## config.mk

```make
export PLATFORM = sky130hd
export DESIGN_NAME = tx_start_seq
export DESIGN_NICKNAME = d
export VERILOG_FILES = /design/src/rtl/tx_seq_pkg.sv /design/src/rtl/tx_rel_chain.sv /design/src/rtl/tx_stat_reg.sv /design/src/rtl/tx_evt_ctl.sv /design/src/rtl/tx_start_seq.sv
export SDC_FILE = /design/constraint.sdc
export NUM_CORES = 1
export LEC_CHECK = 0
export ABC_AREA = 1
export CAP_MARGIN = 20
export CORE_MARGIN = 4
export CORE_UTILIZATION = 38
export DETAILED_ROUTE_END_ITERATION = 7
export HOLD_SLACK_MARGIN = 0.06
export PLACE_DENSITY = 0.81
export SYNTH_ARGS = -nofsm -noshare
export SYNTH_HDL_FRONTEND = slang
export SYNTH_HIERARCHICAL = 1
export SYNTH_SLANG_ARGS = --single-unit
```

## constraint.sdc

```tcl
create_clock -name clk_i -period 1.9 [get_ports clk_i]
set_input_delay 0.38 -clock clk_i [delete_from_list [all_inputs] [get_ports clk_i]]
set_output_delay 0.38 -clock clk_i [all_outputs]
set_load 0.01 [all_outputs]
```

## src/rtl/tx_seq_pkg.sv

```systemverilog
package tx_seq_pkg;
  localparam int unsigned NUM_UNITS = 5;
  localparam int unsigned STAT_W    = 9;
  localparam int unsigned REG_W     = 16;

  typedef enum logic [1:0] {
    SEL_CTRL  = 2'd0,
    SEL_STAT  = 2'd1,
    SEL_DMA   = 2'd2,
    SEL_IRQEN = 2'd3
  } reg_sel_e;

  // index = release order
  localparam int unsigned U_HCLK = 0;
  localparam int unsigned U_BCLK = 1;
  localparam int unsigned U_SER  = 2;
  localparam int unsigned U_SM   = 3;
  localparam int unsigned U_FS   = 4;

  localparam int unsigned CB_BCLK = 8;
  localparam int unsigned CB_HCLK = 9;
  localparam int unsigned CB_SER  = 10;
  localparam int unsigned CB_SM   = 11;
  localparam int unsigned CB_FS   = 12;

  localparam int unsigned SB_URUN = 0;
  localparam int unsigned SB_DRDY = 5;
  localparam int unsigned SB_SUM  = 8;

  localparam logic [STAT_W-1:0] STICKY_MASK  = 9'h0DF;
  localparam logic [STAT_W-1:0] EXT_SET_MASK = 9'h0DE;
  localparam logic [STAT_W-1:0] SUM_MASK     = 9'h087;

  function automatic logic [NUM_UNITS-1:0] ctrl_to_order(input logic [REG_W-1:0] d);
    logic [NUM_UNITS-1:0] m;
    m[U_HCLK] = d[CB_HCLK];
    m[U_BCLK] = d[CB_BCLK];
    m[U_SER]  = d[CB_SER];
    m[U_SM]   = d[CB_SM];
    m[U_FS]   = d[CB_FS];
    return m;
  endfunction

  function automatic logic [REG_W-1:0] order_to_ctrl(input logic [NUM_UNITS-1:0] m);
    logic [REG_W-1:0] d;
    d = '0;
    d[CB_HCLK] = m[U_HCLK];
    d[CB_BCLK] = m[U_BCLK];
    d[CB_SER]  = m[U_SER];
    d[CB_SM]   = m[U_SM];
    d[CB_FS]   = m[U_FS];
    return d;
  endfunction
endpackage

```

## src/rtl/tx_rel_chain.sv

```systemverilog
module tx_rel_chain #(
  parameter int unsigned N = 5
) (
  input  logic         clk_i,
  input  logic         rst_ni,
  input  logic         wr_i,
  input  logic [N-1:0] mask_i,
  input  logic [N-1:0] hold_i,
  output logic [N-1:0] rel_o,
  output logic [N-1:0] ack_o
);
  logic [N-1:0] rel_q, ack_q, nxt;

  // bit k taken only behind a confirmed, retained predecessor
  always_comb begin
    logic run;
    run = 1'b1;
    nxt = '0;
    for (int k = 0; k < N; k++) begin
      nxt[k] = mask_i[k] & run & (~hold_i[k] | ack_q[k]);
      run    = nxt[k] & ack_q[k];
    end
  end

  always_ff @(posedge clk_i or negedge rst_ni) begin
    if (!rst_ni) begin
      rel_q <= '0;
      ack_q <= '0;
    end else begin
      if (wr_i) rel_q <= nxt;
      ack_q <= rel_q;
    end
  end

  assign rel_o = rel_q;
  assign ack_o = ack_q;
endmodule

```

## src/rtl/tx_stat_reg.sv

```systemverilog
module tx_stat_reg
  import tx_seq_pkg::*;
(
  input  logic              clk_i,
  input  logic              rst_ni,
  input  logic              clr_i,
  input  logic [STAT_W-1:0] clr_mask_i,
  input  logic              buf_empty_i,
  input  logic              urun_i,
  input  logic [STAT_W-1:0] flag_set_i,
  output logic [STAT_W-1:0] stat_o
);
  logic [STAT_W-1:0] sticky_q, set_v, clr_v;
  logic              drdy_q;

  always_comb begin
    set_v          = flag_set_i & EXT_SET_MASK;
    set_v[SB_URUN] = urun_i;
    clr_v          = clr_i ? (clr_mask_i & STICKY_MASK) : '0;
  end

  always_ff @(posedge clk_i or negedge rst_ni) begin
    if (!rst_ni) begin
      sticky_q <= '0;
      drdy_q   <= 1'b0;
    end else begin
      sticky_q <= ((sticky_q & ~clr_v) | set_v) & STICKY_MASK;
      drdy_q   <= buf_empty_i;
    end
  end

  always_comb begin
    stat_o          = sticky_q;
    stat_o[SB_DRDY] = drdy_q;
    stat_o[SB_SUM]  = |(sticky_q & SUM_MASK);
  end
endmodule

```

## src/rtl/tx_evt_ctl.sv

```systemverilog
module tx_evt_ctl (
  input  logic clk_i,
  input  logic rst_ni,
  input  logic wr_dma_i,
  input  logic wr_ie_i,
  input  logic wr_bit_i,
  input  logic fs_ack_i,
  input  logic buf_empty_i,
  input  logic urun_i,
  output logic dma_req_o,
  output logic irq_o
);
  logic dma_dis_q, ie_q;

  always_ff @(posedge clk_i or negedge rst_ni) begin
    if (!rst_ni) begin
      dma_dis_q <= 1'b1;
      ie_q      <= 1'b0;
    end else begin
      if (wr_dma_i) dma_dis_q <= wr_bit_i;
      if (wr_ie_i)  ie_q      <= wr_bit_i;
    end
  end

  assign dma_req_o = buf_empty_i & fs_ack_i & ~dma_dis_q;
  assign irq_o     = urun_i & ie_q;
endmodule

```

## src/rtl/tx_start_seq.sv

```systemverilog
module tx_start_seq
  import tx_seq_pkg::*;
(
  input  logic              clk_i,
  input  logic              rst_ni,
  input  logic              wr_en_i,
  input  logic [1:0]        wr_addr_i,
  input  logic [REG_W-1:0]  wr_data_i,
  input  logic              buf_empty_i,
  input  logic              word_req_i,
  input  logic [STAT_W-1:0] flag_set_i,
  output logic [REG_W-1:0]  ctrl_rd_o,
  output logic [STAT_W-1:0] stat_rd_o,
  output logic              hclk_rel_o,
  output logic              bclk_rel_o,
  output logic              ser_rel_o,
  output logic              sm_rel_o,
  output logic              fs_rel_o,
  output logic              dma_req_o,
  output logic              irq_o
);
  reg_sel_e             sel;
  logic [NUM_UNITS-1:0] rel, ack, hold;
  logic [STAT_W-1:0]    stat;
  logic                 urun_ev;

  assign sel = reg_sel_e'(wr_addr_i);

  always_comb begin
    hold       = '0;
    hold[U_SM] = stat[SB_DRDY];
  end

  tx_rel_chain #(.N(NUM_UNITS)) u_chain (
    .clk_i  (clk_i),
    .rst_ni (rst_ni),
    .wr_i   (wr_en_i && sel == SEL_CTRL),
    .mask_i (ctrl_to_order(wr_data_i)),
    .hold_i (hold),
    .rel_o  (rel),
    .ack_o  (ack)
  );

  assign urun_ev = word_req_i & buf_empty_i & ack[U_SM];

  tx_stat_reg u_stat (
    .clk_i       (clk_i),
    .rst_ni      (rst_ni),
    .clr_i       (wr_en_i && sel == SEL_STAT),
    .clr_mask_i  (wr_data_i[STAT_W-1:0]),
    .buf_empty_i (buf_empty_i),
    .urun_i      (urun_ev),
    .flag_set_i  (flag_set_i),
    .stat_o      (stat)
  );

  tx_evt_ctl u_evt (
    .clk_i       (clk_i),
    .rst_ni      (rst_ni),
    .wr_dma_i    (wr_en_i && sel == SEL_DMA),
    .wr_ie_i     (wr_en_i && sel == SEL_IRQEN),
    .wr_bit_i    (wr_data_i[0]),
    .fs_ack_i    (ack[U_FS]),
    .buf_empty_i (buf_empty_i),
    .urun_i      (stat[SB_URUN]),
    .dma_req_o   (dma_req_o),
    .irq_o       (irq_o)
  );

  assign ctrl_rd_o  = order_to_ctrl(ack);
  assign stat_rd_o  = stat;
  assign hclk_rel_o = rel[U_HCLK];
  assign bclk_rel_o = rel[U_BCLK];
  assign ser_rel_o  = rel[U_SER];
  assign sm_rel_o   = rel[U_SM];
  assign fs_rel_o   = rel[U_FS];
endmodule

```

# Word-level counts from Yosys, hierarchy flattened
# Index checks and enable logic that the tools add are counted.
dict set report word_totals {
  regBits 20
  input_bits 32
  output_inout_bits 32
}
dict set report classes {
  n_eq_ne 3
  mux 1
  bitwise_logic 20
  n_reduce_logical 6
}
# operator n
set op_table {}
lappend op_table {{bitwise AND 1 bit} 14}
lappend op_table {{bitwise AND 8 bit} 1}
lappend op_table {{two-way mux 8 bit} 1}
lappend op_table {{NOT 8 bit} 1}
lappend op_table {{OR 8 bit} 1}
lappend op_table {{== test 2 bit, second input constant} 2}
lappend op_table {{logical AND 1 bit} 4}
lappend op_table {{OR reduction 4 bit} 1}
lappend op_table {{== test 2 x 1 -> 1 bit, second input constant} 1}
lappend op_table {{logical NOT 2 bit} 1}
lappend op_table {{NOT 1 bit} 2}
lappend op_table {{OR 1 bit} 1}

# Logic depth before layout (Yosys ltp)
# Gate-level depths: netlist of run 1.
dict set report depth {
  depth_word 9
  ltp_mapped 7
  depth_no_buf 7
}

# Modules after synthesis
# The synthesis of run 1 kept the hierarchy.
# module instances cells_per_inst area_each_um2 seq_area_each_um2
set by_module_without_submodules {}
lappend by_module_without_submodules {tx_rel_chain 1 44 407.9 250.2}
lappend by_module_without_submodules {tx_stat_reg 1 40 324.1 200.2}
lappend by_module_without_submodules {tx_start_seq 1 23 127.6 0.0}
lappend by_module_without_submodules {tx_evt_ctl 1 14 96.3 51.3}

# Worst setup path before layout of run 1
# Ideal clock, no wire load.
dict set report synth_path {
  path_kind {input port to flip-flop}
  start {input port wr_addr_i[1]}
  end {register u_chain.rel_q[4] (netlist: u_chain/rel_o[4])}
  setup_time_ns 0.065
  t_arrival_ns 0.984
  t_required_ns 1.835
  path_slack_ns 0.851
  cell_stages 7
  path_cell_list {inv_1 > nand2_1 > nor2_1 > nand3_1 > nor2_1 > nand4_1 > nand2_1}
}
dict set report synth_between {
  elab_chain_cells 2
}
# element line
set synth_rtl {}
lappend synth_rtl {{from (decl)} tx_start_seq.sv:7} ;# input logic [1:0] wr_addr_i,
lappend synth_rtl {{logical NOT 2 bit} tx_start_seq.sv:37} ;# .wr_i (wr_en_i && sel == SEL_CTRL),
lappend synth_rtl {{logical AND 1 bit} tx_start_seq.sv:37}
lappend synth_rtl {{to (signal assigned)} tx_rel_chain.sv:30} ;# if (wr_i) rel_q <= nxt;
lappend synth_rtl {{to (decl)} tx_rel_chain.sv:12} ;# logic [N-1:0] rel_q, ack_q, nxt;
# No other way between the ends.
# A chain may end at the register's enable or synchronous reset.

# Worst setup path in the final report of run 1
dict set report layout_path {
  start {register u_stat.sticky_q[0]}
  end {output port stat_rd_o[8]}
}
dict set report layout_between {
  elab_chain_cells 1
}
# element line
set layout_rtl {}
lappend layout_rtl {{from (decl)} tx_stat_reg.sv:13} ;# logic [STAT_W-1:0] sticky_q, set_v, clr_v;
lappend layout_rtl {{from (signal assigned)} tx_stat_reg.sv:27} ;# sticky_q <= ((sticky_q & ~clr_v) | set_v) & STICKY_MASK;
lappend layout_rtl {{OR reduction 4 bit} tx_stat_reg.sv:35} ;# stat_o[SB_SUM] = |(sticky_q & SUM_MASK);
lappend layout_rtl {{to (decl)} tx_start_seq.sv:13} ;# output logic [STAT_W-1:0] stat_rd_o,
# No other way between the ends.

==> out/metrics.yaml, run 1 <==
timing:
  fin_crit_sh_pct: 91.3
  finalMaxSlewViolations: 0
  period_needed_ns: 1.73
  fmax_mhz: 577
  hold-worst-slack_ns: 0.409
  hold_viol: 0
  setup_viol: 0
  clock-skew-final_ns: 0.00697
  rsz0062_at_grt: "no"
place:
  dp_hpwl_um: 1680
  place_congestion: 0.751
  portBuffers: 45
detailed_routing:
  ant_nets: 0
  drt-initial-drc-count: 13
  via_per_inst: 4.28
  wl_um: 2090
  drc: 0
  drt-wirelength-per-cell_um: 10.4
  drtPass1Iterations: 4
  vias: 865
logic_synthesis:
  ys_ff_latch: 20
  netlist_instances: 121
  synth_cell_types: 14
  syn_area_um2: 956
  yosys_warnings: 6
  syn_avg_cell_area_um2: 7.90
  synth_seq_area_share_pct: 52.5
floorplan:
  rows: 17
  chipWidth_um: 58.2
  dieArea_um2: 3380
  core_um2: 2300
  die_y_um: 58.2
  io_pins: 64
  initial_core_util_pct: 41.6
worst_setup_path:
  crit_type: "reg -> out"
  reg2regPathDepth: 4
  endpoint_kind: "output port"
  cpPeakStageDelay_ns: 0.47
  endpoint: "stat_rd_o[8]"
  crit_arrival_ns: 1.35
  critPathLaunchType: "register"
  worstPathMaxFanout: 4
  r2r_start: "u_chain/ack_o[3]"
  cp-startpoint: "u_stat/sticky_q[0]"
  cp.required_ns: 1.52
  reg2reg_to: "u_chain/rel_o[3]"
  r2r_slack_ns: 1.00
  path_cells: "nor2_1 -> nand2_1 -> clkdlybuf4s50_1"
  critPathSlowestCell: "clkdlybuf4s50_1"
cts:
  hold_buffers: 0
  clockBufferDepth: 2
  htree_levels: 1
  cts-root-buf: "clkbuf_4"
  cts_tree: "built"
  cts-buffers-inserted: 3
  cts.sinks: 20
  clkLatencyLatePin_ns: 0.29
  clk_pin_slew_ns: 0.11
pwr:
  p_leak_nw: 0.732
  finalPower_uw: 961
  irDropWorstVdd_v: 0.000536
  powerDensity_nw_per_um2: 654
global_routing:
  grt_max_degree: 21
  grt_overflow: 0
  antenna_found_initial: 0
  grt_pass1_wl_um: 3270
  grt_pass1_vias: 783
  grt_util_all_layers_pct: 12.5
final_layout:
  syn2layout_area_growth_pct: 53.8
  final_common_cell: "nand2_1"
  drive_gt1_share_pct: 6.90
  antenna_cells: 0
  final_cell_mix: "nand2_1 (47), clkdlybuf4s50_1 (44), inv_1 (20), dfrtp_1 (19), conb_1 (15)"
  final_nets: 207
outcome:
  status: "finished clean"
worst_hold_path:
  min_path_type: "in -> async"
flow_run:
  cap_viol_max_count: 0
## cell families (layout without fill, tap and decap cells)
logic type,after synthesis,count (layout),share of synthesized area [%]
other,1,15,0.392
buffers and inverters,32,71,17.3
AND/OR/NAND/NOR,65,65,27.9
AO/OA/AOI/OAI,3,3,1.96
flip-flops,20,20,52.5
## Yosys cell counts
cell / n / share of area (%)
nor2_1: 10 / 3.9
o21ai_1: 1 / 0.52
nand3_1: 2 / 1.0
dfrtp_1: 19 / 50
conb_1: 1 / 0.39
a21oi_2: 1 / 0.92
nand2_1: 47 / 18
nand4_1: 2 / 1.3
a21oi_1: 1 / 0.52
dfstp_2: 1 / 2.7
inv_1: 20 / 7.9
nand2_2: 3 / 2.0
nor2_4: 1 / 1.2
buf_4: 12 / 9.4
## metrics by stage
stage          setup slack [ns]  std cells  util [%]  TNS (ns)  cell area (µm²)
5_1_grt                  0.0648        202      64.0         0             1470
6_report                  0.166        202      64.0         0             1470
2_1_floorplan             0.851        135         -         0             1010
4_1_cts                   0.143        202      64.0         0             1470
3_3_place_gp           -0.00692        198      61.8  -0.00692             1420
3_5_place_dp            -0.0196        198      61.8   -0.0196             1420
## registers in the layout, summed over array words and instances, names as in the netlist
name,flops
u_chain/ack_o,5
u_chain/rel_o,5
u_evt/dma_dis_q,1
u_evt/ie_q,1
u_stat/drdy_q,1
u_stat/sticky_q,7
## critical path: cells and delay by family, from the launching register on
kind | cells | cell delay [ns]
DFF | 1 | 0.42
buffers and inverters | 1 | 0.47
and+or+nand+nor | 2 | 0.17
## metal layers
| metal | wire, µm | GRT usage [%] |
|---|---|---|
| met5 | 0 | 0 |
| met4 | 6 | 4.97 |
| met3 | 326 | 6.24 |
| met2 | 999 | 21.8 |
| met1 | 761 | 12.7 |
## power breakdown
part           internal [mW]  total [mW]  switching [mW]
Clock                  0.213       0.340           0.126
Sequential             0.449       0.464          0.0145
Combinational         0.0872       0.158          0.0703
Total                  0.750       0.961           0.211
## cell type report
class	count	area (µm²)
clock buffers	3	22.5
clock inverters	1	30.0
fillers	205	827
inverters	20	75.1
multi-input cells	83	342
flip-flops and latches	20	502
well taps	28	35.0
repair buffers	47	464
## timing repair
| item | in CTS | in global routing |
|---|---|---|
| gates resized for setup | 1 | 0 |
| setup endpoints to repair | 1 | 0 |
| buffers inserted | 0 | 0 |
## worst min path at each step
stage | start | to
5_1_grt | rst_ni | u_chain/rel_o[3]
4_1_cts | rst_ni | u_chain/rel_o[3]
3_3_place_gp | u_chain/rel_o[3] | u_chain/ack_o[3]
3_5_place_dp | u_chain/rel_o[1] | u_chain/ack_o[1]
6_report | rst_ni | u_chain/ack_o[3]
2_1_floorplan | rst_ni | u_chain/ack_o[0]
Power figures use the tool's default switching activity.
==> inputs of run 2 (changes only) <==
Settings changed: CTS_CLUSTER_DIAMETER from default to 150, PLACE_DENSITY 0.81 to 0.93.
==> out/metrics.yaml, run 2 (same netlist as run 1, synthesis figures left out) <==
outcome:
  status: "finished clean"
place:
  placed_area_um2: 1420
  dp_hpwl_um: 1940
  dp.cells: 198
  portBuffers: 45
  place_congestion: 0.789
detailed_routing:
  wl_um: 2290
  ant_nets: 0
  wl_met1_um: 826
  dr_wl_met2_um: 1270
  drt-initial-drc-count: 21
  via_per_inst: 4.30
  vias: 868
  drc: 0
  drt-wirelength-per-cell_um: 11.4
  top_layer_used: "met4"
  met3_length_um: 148
  drtPass1Iterations: 4
cts:
  cts_tree: "built"
  clkLatencyLatePin_ns: 0.29
  hold_buffers: 0
  clk_pin_slew_ns: 0.10
  cts-buffers-inserted: 3
  cts.sinks: 20
  htree_levels: 1
  cts-root-buf: "clkbuf_4"
  clockBufferDepth: 2
timing:
  period_needed_ns: 1.73
  setup_viol: 0
  fmax_mhz: 580
  finalMaxSlewViolations: 0
  fin_crit_sh_pct: 90.8
  hold_viol: 0
  clock-skew-final_ns: 0.00714
  rsz0062_at_grt: "no"
floorplan:
  core_um2: 2300
  initial_core_util_pct: 41.6
  chipWidth_um: 58.2
  dieArea_um2: 3380
  rows: 17
  io_pins: 64
  die_y_um: 58.2
worst_setup_path:
  endpoint_kind: "output port"
  worstPathMaxFanout: 4
  reg2reg_to: "u_chain/rel_o[3]"
  critPathSlowestCell: "clkdlybuf4s50_1"
  critPathLaunchType: "register"
  crit_type: "reg -> out"
  path_cells: "nor2_1 -> nand2_1 -> clkdlybuf4s50_1"
  r2r_slack_ns: 0.94
  crit_arrival_ns: 1.35
  r2r_start: "u_chain/ack_o[3]"
  reg2regPathDepth: 4
  cp.required_ns: 1.52
  cpPeakStageDelay_ns: 0.47
global_routing:
  grt_pass1_vias: 878
  grt_util_all_layers_pct: 14.3
  grt_pass1_wl_um: 3720
  antenna_found_initial: 0
  grt_overflow: 0
  grt_max_degree: 15
final_layout:
  final_util_pct: 62.9
  antenna_cells: 0
  regMostFlops: "u_stat/sticky_q"
  final_nets: 207
  drive_gt1_share_pct: 6.32
  syn2layout_area_growth_pct: 51.0
  final_cell_mix: "nand2_1 (47), clkdlybuf4s50_1 (44), inv_1 (20), dfrtp_1 (19), conb_1 (15)"
  fillers: 200
  final_common_cell: "nand2_1"
  stdcell_area_um2: 1440
  largest_reg_flops: 7
  fin_cells: 202
pwr:
  switching_share_pct: 24.8
  power_frac_comb_pct: 19.5
  pwr-share-seq_pct: 56.4
  power.internal_uw: 618
  irDropWorstVdd_v: 0.000336
  powerDensity_nw_per_um2: 569
  pwr-share-clk_pct: 24.1
  p_switching_uw: 203
  p_leak_nw: 0.719
worst_hold_path:
  min_path_type: "in -> async"
flow_run:
  cap_viol_max_count: 0
## run 2: changes by cell type in the layout (fill, tap and decap cells not counted)
cell       change
clkbuf_1       +1
bufinv_16      -1
## run 2: worst max-delay path by stage
stage | startpoint | to | slack, ns
after floorplan | wr_addr_i[1] | u_chain/rel_o[4] | 0.85
after global placement | buf_empty_i | dma_req_o | -0.001
after detailed placement | buf_empty_i | dma_req_o | -0.02
after CTS | u_stat/sticky_q[0] | stat_rd_o[8] | 0.15
after global routing | u_stat/sticky_q[0] | stat_rd_o[8] | 0.10
final | u_stat/sticky_q[0] | stat_rd_o[8] | 0.17
## run 2: layout make-up
cell class,count,area (µm²),share of cell area [%]
tap,28,35.0,2.43
inverter,20,75.1,5.20
clock buffer,4,26.3,1.82
timing repair buffer,47,464,32.1
sequential,20,502,34.7
multi-input combinational,83,342,23.7
## run 2: metrics by stage
stage / setup TNS (ns) / hold WS (ns) / total power, mW / setup WS (ns)
floorplan: 0 / 0.0844 / 0.545 / 0.851
global placement: -0.000973 / 0.383 / 0.626 / -0.000973
detailed placement: -0.0158 / 0.390 / 0.633 / -0.0158
CTS: 0 / 0.341 / 0.830 / 0.152
global route: 0 / 0.344 / 0.868 / 0.101
finish: 0 / 0.342 / 0.822 / 0.175
## run 2: critical path: cells and delay by family (launching register included)
| kind | cells | cell delay [ns] |
|---|---|---|
| buffers and inverters | 1 | 0.47 |
| flip-flops | 1 | 0.42 |
| AND/OR/NAND/NOR | 2 | 0.18 |
## run 2: timing repair
item | 4_1_cts | 5_1_grt
setup buffers | 0 | 0
endpoints found under the setup margin | 1 | 0
gates resized for setup | 1 | 0
## run 2: per-layer routing
layer,global-route usage [%],vias to the layer above
met5,0,-
met4,5.96,0
met3,2.90,4
met2,27.6,37
met1,14.7,394
li1,-,433
## run 2: power groups by stage
| stage | Clock [mW] | Sequential [mW] | Combinational, mW |
|---|---|---|---|
| floorplan | 0 | 0.476 | 0.0682 |
| detailed placement | 0 | 0.472 | 0.160 |
| global route | 0.224 | 0.467 | 0.176 |
| global placement | 0 | 0.471 | 0.155 |
| finish | 0.198 | 0.464 | 0.160 |
| CTS | 0.205 | 0.464 | 0.161 |
